`config.mk`:
```
export PLATFORM = sky130hd
export DESIGN_NAME = line_scrambler
export DESIGN_NICKNAME = d
export VERILOG_FILES = /design/src/rtl/scr_pkg.sv /design/src/rtl/scr_bit_class.sv /design/src/rtl/scr_history.sv /design/src/rtl/scr_out_stage.sv /design/src/rtl/line_scrambler.sv
export SDC_FILE = /design/constraint.sdc
export NUM_CORES = 1
export LEC_CHECK = 0
export ABC_AREA = 1
export BUFFER_PORTS_ARGS = -buffer_cell sky130_fd_sc_hd__buf_2
export CAP_MARGIN = 20
export CORE_MARGIN = 2
export CORE_UTILIZATION = 40
export DETAILED_ROUTE_END_ITERATION = 7
export PLACE_DENSITY = 0.57
export SYNTH_ARGS = -nofsm -noshare
export SYNTH_HDL_FRONTEND = slang
export SYNTH_SLANG_ARGS = --single-unit
export TNS_END_PERCENT = 50
```
`constraint.sdc`:
```
create_clock -name clk -period 2.1 [get_ports clk]
set_clock_uncertainty 0.05 [all_clocks]
set_input_delay 0.42 -clock clk [delete_from_list [all_inputs] [get_ports clk]]
set_output_delay 0.42 -clock clk [all_outputs]
set_load 0.01 [all_outputs]
```
`src/rtl/scr_pkg.sv`:
```
package scr_pkg;
    typedef enum logic [1:0] {
        KIND_IDLE     = 2'd0,
        KIND_PASS     = 2'd1,
        KIND_SCRAMBLE = 2'd2
    } bit_kind_t;
endpackage

```
`src/rtl/scr_bit_class.sv`:
```
module scr_bit_class
    import scr_pkg::*;
(
    input  logic      bit_valid_i,
    input  logic      bypass_i,
    input  logic      scr_on_i,
    output bit_kind_t kind_o
);
    always_comb begin
        if (!bit_valid_i)
            kind_o = KIND_IDLE;
        else if (bypass_i || !scr_on_i)
            kind_o = KIND_PASS;
        else
            kind_o = KIND_SCRAMBLE;
    end
endmodule

```
`src/rtl/scr_history.sv`:
```
module scr_history #(
    parameter int STAGES = 23,
    parameter int TAP_A  = 18,
    parameter int TAP_B  = 5
) (
    input  logic              clk,
    input  logic              rst_n,
    input  logic              advance_i,
    input  logic              tap_sel_i,
    input  logic              new_bit_i,
    output logic              fb_o,
    output logic [STAGES-1:0] hist_o
);
    localparam int IDX_LONG = STAGES - 1;
    localparam int IDX_A    = TAP_A - 1;
    localparam int IDX_B    = TAP_B - 1;

    logic [STAGES-1:0] hist_q;
    logic [STAGES-1:0] hist_next;

    // hist_q[k] holds the output from k+1 scrambled bits ago
    assign hist_next[0] = new_bit_i;
    for (genvar g = 1; g < STAGES; g++) begin : g_shift
        assign hist_next[g] = hist_q[g-1];
    end

    always_ff @(posedge clk or negedge rst_n) begin
        if (!rst_n)
            hist_q <= '0;
        else if (advance_i)
            hist_q <= hist_next;
    end

    assign fb_o   = hist_q[IDX_LONG] ^ (tap_sel_i ? hist_q[IDX_B] : hist_q[IDX_A]);
    assign hist_o = hist_q;
endmodule

```
`src/rtl/scr_out_stage.sv`:
```
module scr_out_stage
    import scr_pkg::*;
(
    input  logic      clk,
    input  logic      rst_n,
    input  bit_kind_t kind_i,
    input  logic      raw_bit_i,
    input  logic      scr_bit_i,
    output logic      bit_o,
    output logic      bit_valid_o
);
    bit_kind_t kind_q;

    always_ff @(posedge clk or negedge rst_n) begin
        if (!rst_n)
            kind_q <= KIND_IDLE;
        else
            kind_q <= kind_i;
    end

    always_ff @(posedge clk or negedge rst_n) begin
        if (!rst_n) begin
            bit_o <= 1'b0;
        end else begin
            unique case (kind_i)
                KIND_IDLE:     bit_o <= bit_o;
                KIND_PASS:     bit_o <= raw_bit_i;
                KIND_SCRAMBLE: bit_o <= scr_bit_i;
                default:       bit_o <= bit_o;
            endcase
        end
    end

    assign bit_valid_o = (kind_q != KIND_IDLE);
endmodule

```
`src/rtl/line_scrambler.sv`:
```
module line_scrambler
    import scr_pkg::*;
#(
    parameter int STAGES = 23,
    parameter int TAP_A  = 18,
    parameter int TAP_B  = 5
) (
    input  logic clk,
    input  logic rst_n,
    input  logic bit_valid_i,
    input  logic bit_i,
    input  logic bypass_i,
    input  logic scr_on_i,
    input  logic tap_sel_i,
    output logic bit_o,
    output logic bit_valid_o
);
    bit_kind_t         kind_w;
    logic              fb_w;
    logic              scr_bit_w;
    logic              advance_w;
    logic [STAGES-1:0] hist_w;

    scr_bit_class u_class (
        .bit_valid_i (bit_valid_i),
        .bypass_i    (bypass_i),
        .scr_on_i    (scr_on_i),
        .kind_o      (kind_w)
    );

    assign scr_bit_w = bit_i ^ fb_w;
    assign advance_w = (kind_w == KIND_SCRAMBLE);

    scr_history #(
        .STAGES (STAGES),
        .TAP_A  (TAP_A),
        .TAP_B  (TAP_B)
    ) u_hist (
        .clk       (clk),
        .rst_n     (rst_n),
        .advance_i (advance_w),
        .tap_sel_i (tap_sel_i),
        .new_bit_i (scr_bit_w),
        .fb_o      (fb_w),
        .hist_o    (hist_w)
    );

    scr_out_stage u_out (
        .clk         (clk),
        .rst_n       (rst_n),
        .kind_i      (kind_w),
        .raw_bit_i   (bit_i),
        .scr_bit_i   (scr_bit_w),
        .bit_o       (bit_o),
        .bit_valid_o (bit_valid_o)
    );
endmodule

```
==> results of run 1 <==
==> power breakdown <==
part	internal [mW]	switching, mW	total, mW
registers	0.601	0.0515	0.653
logic	0.0644	0.0991	0.163
clock network	0.106	0.139	0.245
==> how the worst max path moves through the flow <==
stage                   to  slack [ns]
6_report       bit_valid_o        0.51
3_5_place_dp   u_out.bit_o        0.55
3_3_place_gp   u_out.bit_o        0.59
4_1_cts        bit_valid_o        0.49
2_1_floorplan  bit_valid_o        0.99
5_1_grt        bit_valid_o        0.43
==> sequential cells by signal (all words and copies together) (netlist names) <==
register	cells
u_hist.hist_o	23
u_out.kind_q	2
u_out.bit_o	1
==> metal layers <==
| metal | GRT usage | up-vias | routed length (um) |
|---|---|---|---|
| li1 | - | 380 | - |
| met1 | 0.1723 | 336 | 816 |
| met2 | 0.1973 | 12 | 745 |
| met3 | 0.04684 | 2 | 73 |
| met4 | 0.04181 | 0 | 14 |
| met5 | 0 | - | 0 |
==> cell families (layout without fill, tap and decap cells) <==
group           Yosys count  count (layout)
buf+inv                  14              22
simple gates             68              68
compound gates           12              12
flops                    26              26
==> worst reg2reg max path, stage by stage, from the launching register on <==
cell     delay, ns
dfrtp_1       0.42
inv_1         0.10
nand2_1       0.05
nand2_1       0.07
nand2_1       0.05
nand3_1       0.08
o21ai_0       0.09
==> layout make-up <==
class / instances / area, um2
clock buffer: 4 / 36.28
inverter: 10 / 40.04
tap: 30 / 37.54
timing repair buffer: 8 / 40.04
sequential: 26 / 650.6
multi-input combinational: 80 / 332.8
fill: 241 / 1363
==> Yosys cell counts <==
master / instances / area [um2]
o21ai_0: 2 / 10.01
nand2_1: 64 / 240.2
nand3_4: 1 / 17.52
buf_6: 2 / 22.52
buf_2: 2 / 10.01
dfrtp_1: 26 / 650.6
nor2_1: 1 / 3.750
or2_2: 1 / 6.260
nand3_1: 1 / 5.000
o21ai_1: 8 / 40.04
a21oi_1: 2 / 10.01
inv_1: 9 / 33.78
inv_4: 1 / 6.260
==> per-stage QoR <==
step | power (mW) | instances | area (um2)
2_1_floorplan | 0.7755 | 120 | 1056
3_3_place_gp | 0.8261 | 154 | 1101
3_5_place_dp | 0.8276 | 154 | 1101
4_1_cts | 1.078 | 158 | 1137
5_1_grt | 1.144 | 158 | 1137
6_report | 1.062 | 158 | 1137
==> metrics.md, run 1 <==
| Metric | Value |
|---|---|
| Largest family of logic cells by synthesized area | simple AND/OR/NAND/NOR gates |
| Startpoint Class | flip-flop |
| Final wirelength | 1651 um |
| Most frequent cells in the layout | nand2_1, dfrtp_1, inv_1 |
| Global route overflow | 0 |
| Routed vias/inst | 4.620 |
| RD Place Congestion | 0.7228 |
| Final hold violation count | 0 |
| Die span in y | 55.38 um |
| Fin crit share | 0.7557 |
| Critical Path End Type | output pin |
| CTS sink count | 26 |
| Commonest non-fill, non-tap cell in the layout | nand2_1 |
| Synth warn | 0 |
| IO Pins | 9 |
| Simple-gate share of the synthesized area | 0.2583 |
| Gr usage total | 0.1296 |
| CORE AREA | 2500 um2 |
| Chip width | 55.38 um |
| Worst-Skew Late Latency | 0.32 ns |
| CP Depth | 2 |
| WP buf/inv | 1 |
| Nets | 136 |
| P per Cell Area | 933.5 nW/um2 |
| Post-DP HPWL | 1088 um |
| Initial antenna violation count | 0 |
| Final setup TNS | 0 ns |
| Count of unique library cells instantiated by Yosys | 13 |
| CP required | 1.63 ns |
| Status | complete, no violations |
| Critical path class | flip-flop to output pin |
| Cell Area, Synth | 1056 um2 |
| CP max stage delay | 0.38 ns |
| Via Count | 730 |
| Sequential-to-total area share from yosys stat | 0.6161 |
| Multiplexer share of the synthesized area | 0 |
| Clock Tree Root | clkbuf_4 |
| Die ar. | 3067 um2 |
| Cts hold-fix bufs | 0 |
| Worst r2r src | u_hist.hist_o[22] |
| Total CTS buffers | 3 |
| Setup ws final | 0.5131 ns |
| Hold crit path type | input pin to asynchronous set/reset pin |
| R2r setup slk | 1.09 ns |
| Worst IR drop on VDD | 0.5052 mV |
| Post-synthesis compound-gate area fraction | 0.05687 |
| Slew @ Worst Pin | 0.5601 ns |
| Setup Fix Bufs, Post-CTS | 0 |
| Worst Setup SP | u_out.kind_q[1] |
| WL/cell | 10.45 um |
| Initial Util | 0.4224 |
| Crit path time final | 1.587 ns |
| # rows | 18 |
| Layout cells sized above 1 | 0.1172 |
| First-pass GRT wire length | 3153 um |
| Mean Syn Cell Area | 8.800 um2 |
| H-tree depth | 1 |
| Setup violations, final | 0 |
| Syn_nets | 127 |
| Synth Area in Adders | 0 |
| Slew HR | 0.6266 |
| Vias in the first global route | 724 |
| Area Overhead vs Synth | 7.701% |
| First-pass detailed-route iteration total | 4 |
| Worst-path fanout max | 1 |
| Resized cells post-CTS | 0 |
| Worst R2R Path Depth | 6 |
| P_leak | 0.6240 nW |
| ANT cells | 0 |
| Clock transition at path regs | 0.14 ns |
| DRT antenna net count | 0 |
| Synth Instances | 120 |
| PortBufs | 8 |
| Max_cap viols | 0 |
| Fin Hold WS | 0.01634 ns |
| Place WS | 0.5542 ns |
| Fin util | 0.4550 |
| Xor-xnor portion of the synthesized cell area | 0 |
| Clk buf depth | 2 |
| FF+latch count, synth | 26 |
| Largest net degree at the start of global routing | 27 |
| Crit-path cells | or2_2, buf_2 |
| CP arrival | 1.12 ns |
| CP delay by family, top | flip-flops |
| Max Slew Vio Count | 0 |
| Post-route DRC | 0 |
| RSZ-0062 raised after global routing | false |
| Fmax | 630.2 MHz |
| DR iter-0 viols | 24 |
| Reg2Reg Capture Point | u_hist.hist_o[0] |
| Crit-path slowest cell | dfrtp_1 |
| TritonCTS clock tree | yes |
Power figures use the tool's default switching activity.
==> inputs of run 2 (changes only) <==
- clock period: 2.1 -> 1.6 ns (I/O delays scaled with it)
==> run 2 against run 1 <==
First-iteration DRC count down 13%. Cell count increased by 1.3%. Die area unchanged. Routed wire length decreased by 3.1%. Register-to-register slack got worse by 0.49 ns. Hold slack better by 0.14 ns.
==> metrics.md, run 2 (synthesis results as in run 1) <==
| Metric | Value |
|---|---|
| IO Pins | 9 |
| Worst-Skew Late Latency | 0.31 ns |
| Crit path time final | 1.479 ns |
| Crit-path cells | or2_2, buf_2 |
| Global route overflow | 0 |
| WL/cell | 9.994 um |
| Clk pwr share | 0.233 |
| Die span in y | 55.38 um |
| Initial antenna violation count | 0 |
| Final Total Pwr | 1.394 mW |
| Fmax | 676.2 MHz |
| Met2 WL | 702 um |
| Critical Path End Type | output pin |
| Hold crit path type | input pin to flip-flop |
| Final wirelength | 1599 um |
| Resized cells post-CTS | 0 |
| Post-DP HPWL | 1068 um |
| Cell internal pwr | 1.016 mW |
| CTS sink count | 26 |
| Startpoint Class | flip-flop |
| Setup violations, final | 0 |
| Die ar. | 3067 um2 |
| Seq pwr share | 0.611 |
| RD Place Congestion | 0.7579 |
| Via Count | 735 |
| DRT antenna net count | 0 |
| First-pass detailed-route iteration total | 4 |
| TritonCTS clock tree | yes |
| Crit-path slowest cell | dfrtp_1 |
| P per Cell Area | 1207 nW/um2 |
| Worst IR drop on VDD | 0.5405 mV |
| CORE AREA | 2500 um2 |
| Setup Fix Bufs, Post-CTS | 0 |
| P_leak | 0.6325 nW |
| Gr usage total | 0.1162 |
| First-pass GRT wire length | 2849 um |
| Sw Share | 0.2715 |
| Final setup TNS | 0 ns |
| Clk buf depth | 2 |
| Commonest non-fill, non-tap cell in the layout | nand2_1 |
| Nets | 138 |
| Status | complete, no violations |
| Fin util | 0.4620 |
| Routed vias/inst | 4.594 |
| Post-route met1 wirelength | 821 um |
| Layout cells sized above 1 | 0.1231 |
| Max Slew Vio Count | 0 |
| Switch Pwr | 0.3785 mW |
| CP arrival | 1.11 ns |
| Fill cell count | 253 |
| Max reg flops | 23 |
| Initial Util | 0.4224 |
| RSZ-0062 raised after global routing | false |
| Slew @ Worst Pin | 0.5696 ns |
| Worst-path fanout max | 1 |
| Final hold violation count | 0 |
| Clock transition at path regs | 0.14 ns |
| Area Overhead vs Synth | 9.360% |
| Metal3 WL | 61 um |
| Comb power frac | 0.156 |
| Chip width | 55.38 um |
| CP required | 1.23 ns |
| Vias in the first global route | 715 |
| H-tree depth | 1 |
| Slew HR | 0.6203 |
| WP buf/inv | 1 |
| Most frequent cells in the layout | nand2_1, dfrtp_1, inv_1 |
| Highest Signal Layer | met4 |
| # rows | 18 |
| CP max stage delay | 0.38 ns |
| Fin crit share | 0.9243 |
| CP delay by family, top | flip-flops |
| Max_cap viols | 0 |
| Clock Tree Root | clkbuf_4 |
| PortBufs | 8 |
| DR iter-0 viols | 21 |
| Total CTS buffers | 3 |
| Post-route DRC | 0 |
| Largest net degree at the start of global routing | 27 |
| Critical path class | flip-flop to output pin |
| ANT cells | 0 |
-- run 2: cell types whose count changed in the layout (fill, tap and decap cells not counted), sizes merged --
cell,previous run,this run
buf,8,9
dlygate4sd3,0,1
-- run 2: worst paths after layout --
| path | start | endpoint | slack (ns) | depth (start not counted) |
|---|---|---|---|---|
| setup / recovery | u_out.kind_q[1] | bit_valid_o | 0.12 | 2 |
| max in group asynchronous | rst_n | u_hist.hist_o[0] | 0.67 | 2 |
| setup reg to reg | u_hist.hist_o[22] | u_hist.hist_o[0] | 0.60 | 6 |
| hold reg to reg | u_hist.hist_o[5] | u_hist.hist_o[6] | 0.43 | 2 |
| min in group asynchronous | rst_n | u_out.kind_q[0] | 0.46 | 2 |
| hold / removal | scr_on_i | u_out.kind_q[0] | 0.16 | 2 |
-- run 2: repair_timing --
item	in CTS	in global routing
endpoints found under the setup margin	0	0
hold buffers	1	0
endpoints found under the hold margin	26	0
-- run 2: power by group through the flow --
stage                     Clock [mW]  Sequential, mW  Combinational, mW
after floorplan                    0           0.855              0.163
after global placement             0           0.865              0.219
after detailed placement           0           0.866              0.219
after CTS                      0.337           0.853              0.223
after global routing           0.364           0.866              0.263
final                          0.325           0.852              0.217
-- run 2: layout make-up --
class / count / area (um2) / share of cell area
multi-input cells: 80 / 332.8 / 0.2882
well taps: 30 / 37.54 / 0.03250
clock buffers: 4 / 36.28 / 0.03142
inverters: 10 / 40.04 / 0.03467
flip-flops and latches: 26 / 650.6 / 0.5634
repair buffers: 10 / 57.56 / 0.04984
-- run 2: through the flow --
stage | instance area (um2) | hold slack (ns) | std cells | setup slack, ns
2_1_floorplan | 1056 | -0.02559 | 120 | 0.5879
6_report | 1155 | 0.1557 | 160 | 0.1211
4_1_cts | 1155 | 0.1467 | 160 | 0.09902
3_5_place_dp | 1109 | 0.3003 | 155 | 0.4148
5_1_grt | 1155 | 0.1414 | 160 | 0.06762
3_3_place_gp | 1109 | 0.2936 | 155 | 0.4437
-- run 2: routing by layer --
layer | global-route usage | up-vias
met3 | 0.02342 | 2
met4 | 0.06272 | 0
met1 | 0.1476 | 338
met5 | 0 | -
met2 | 0.1854 | 12
li1 | - | 383
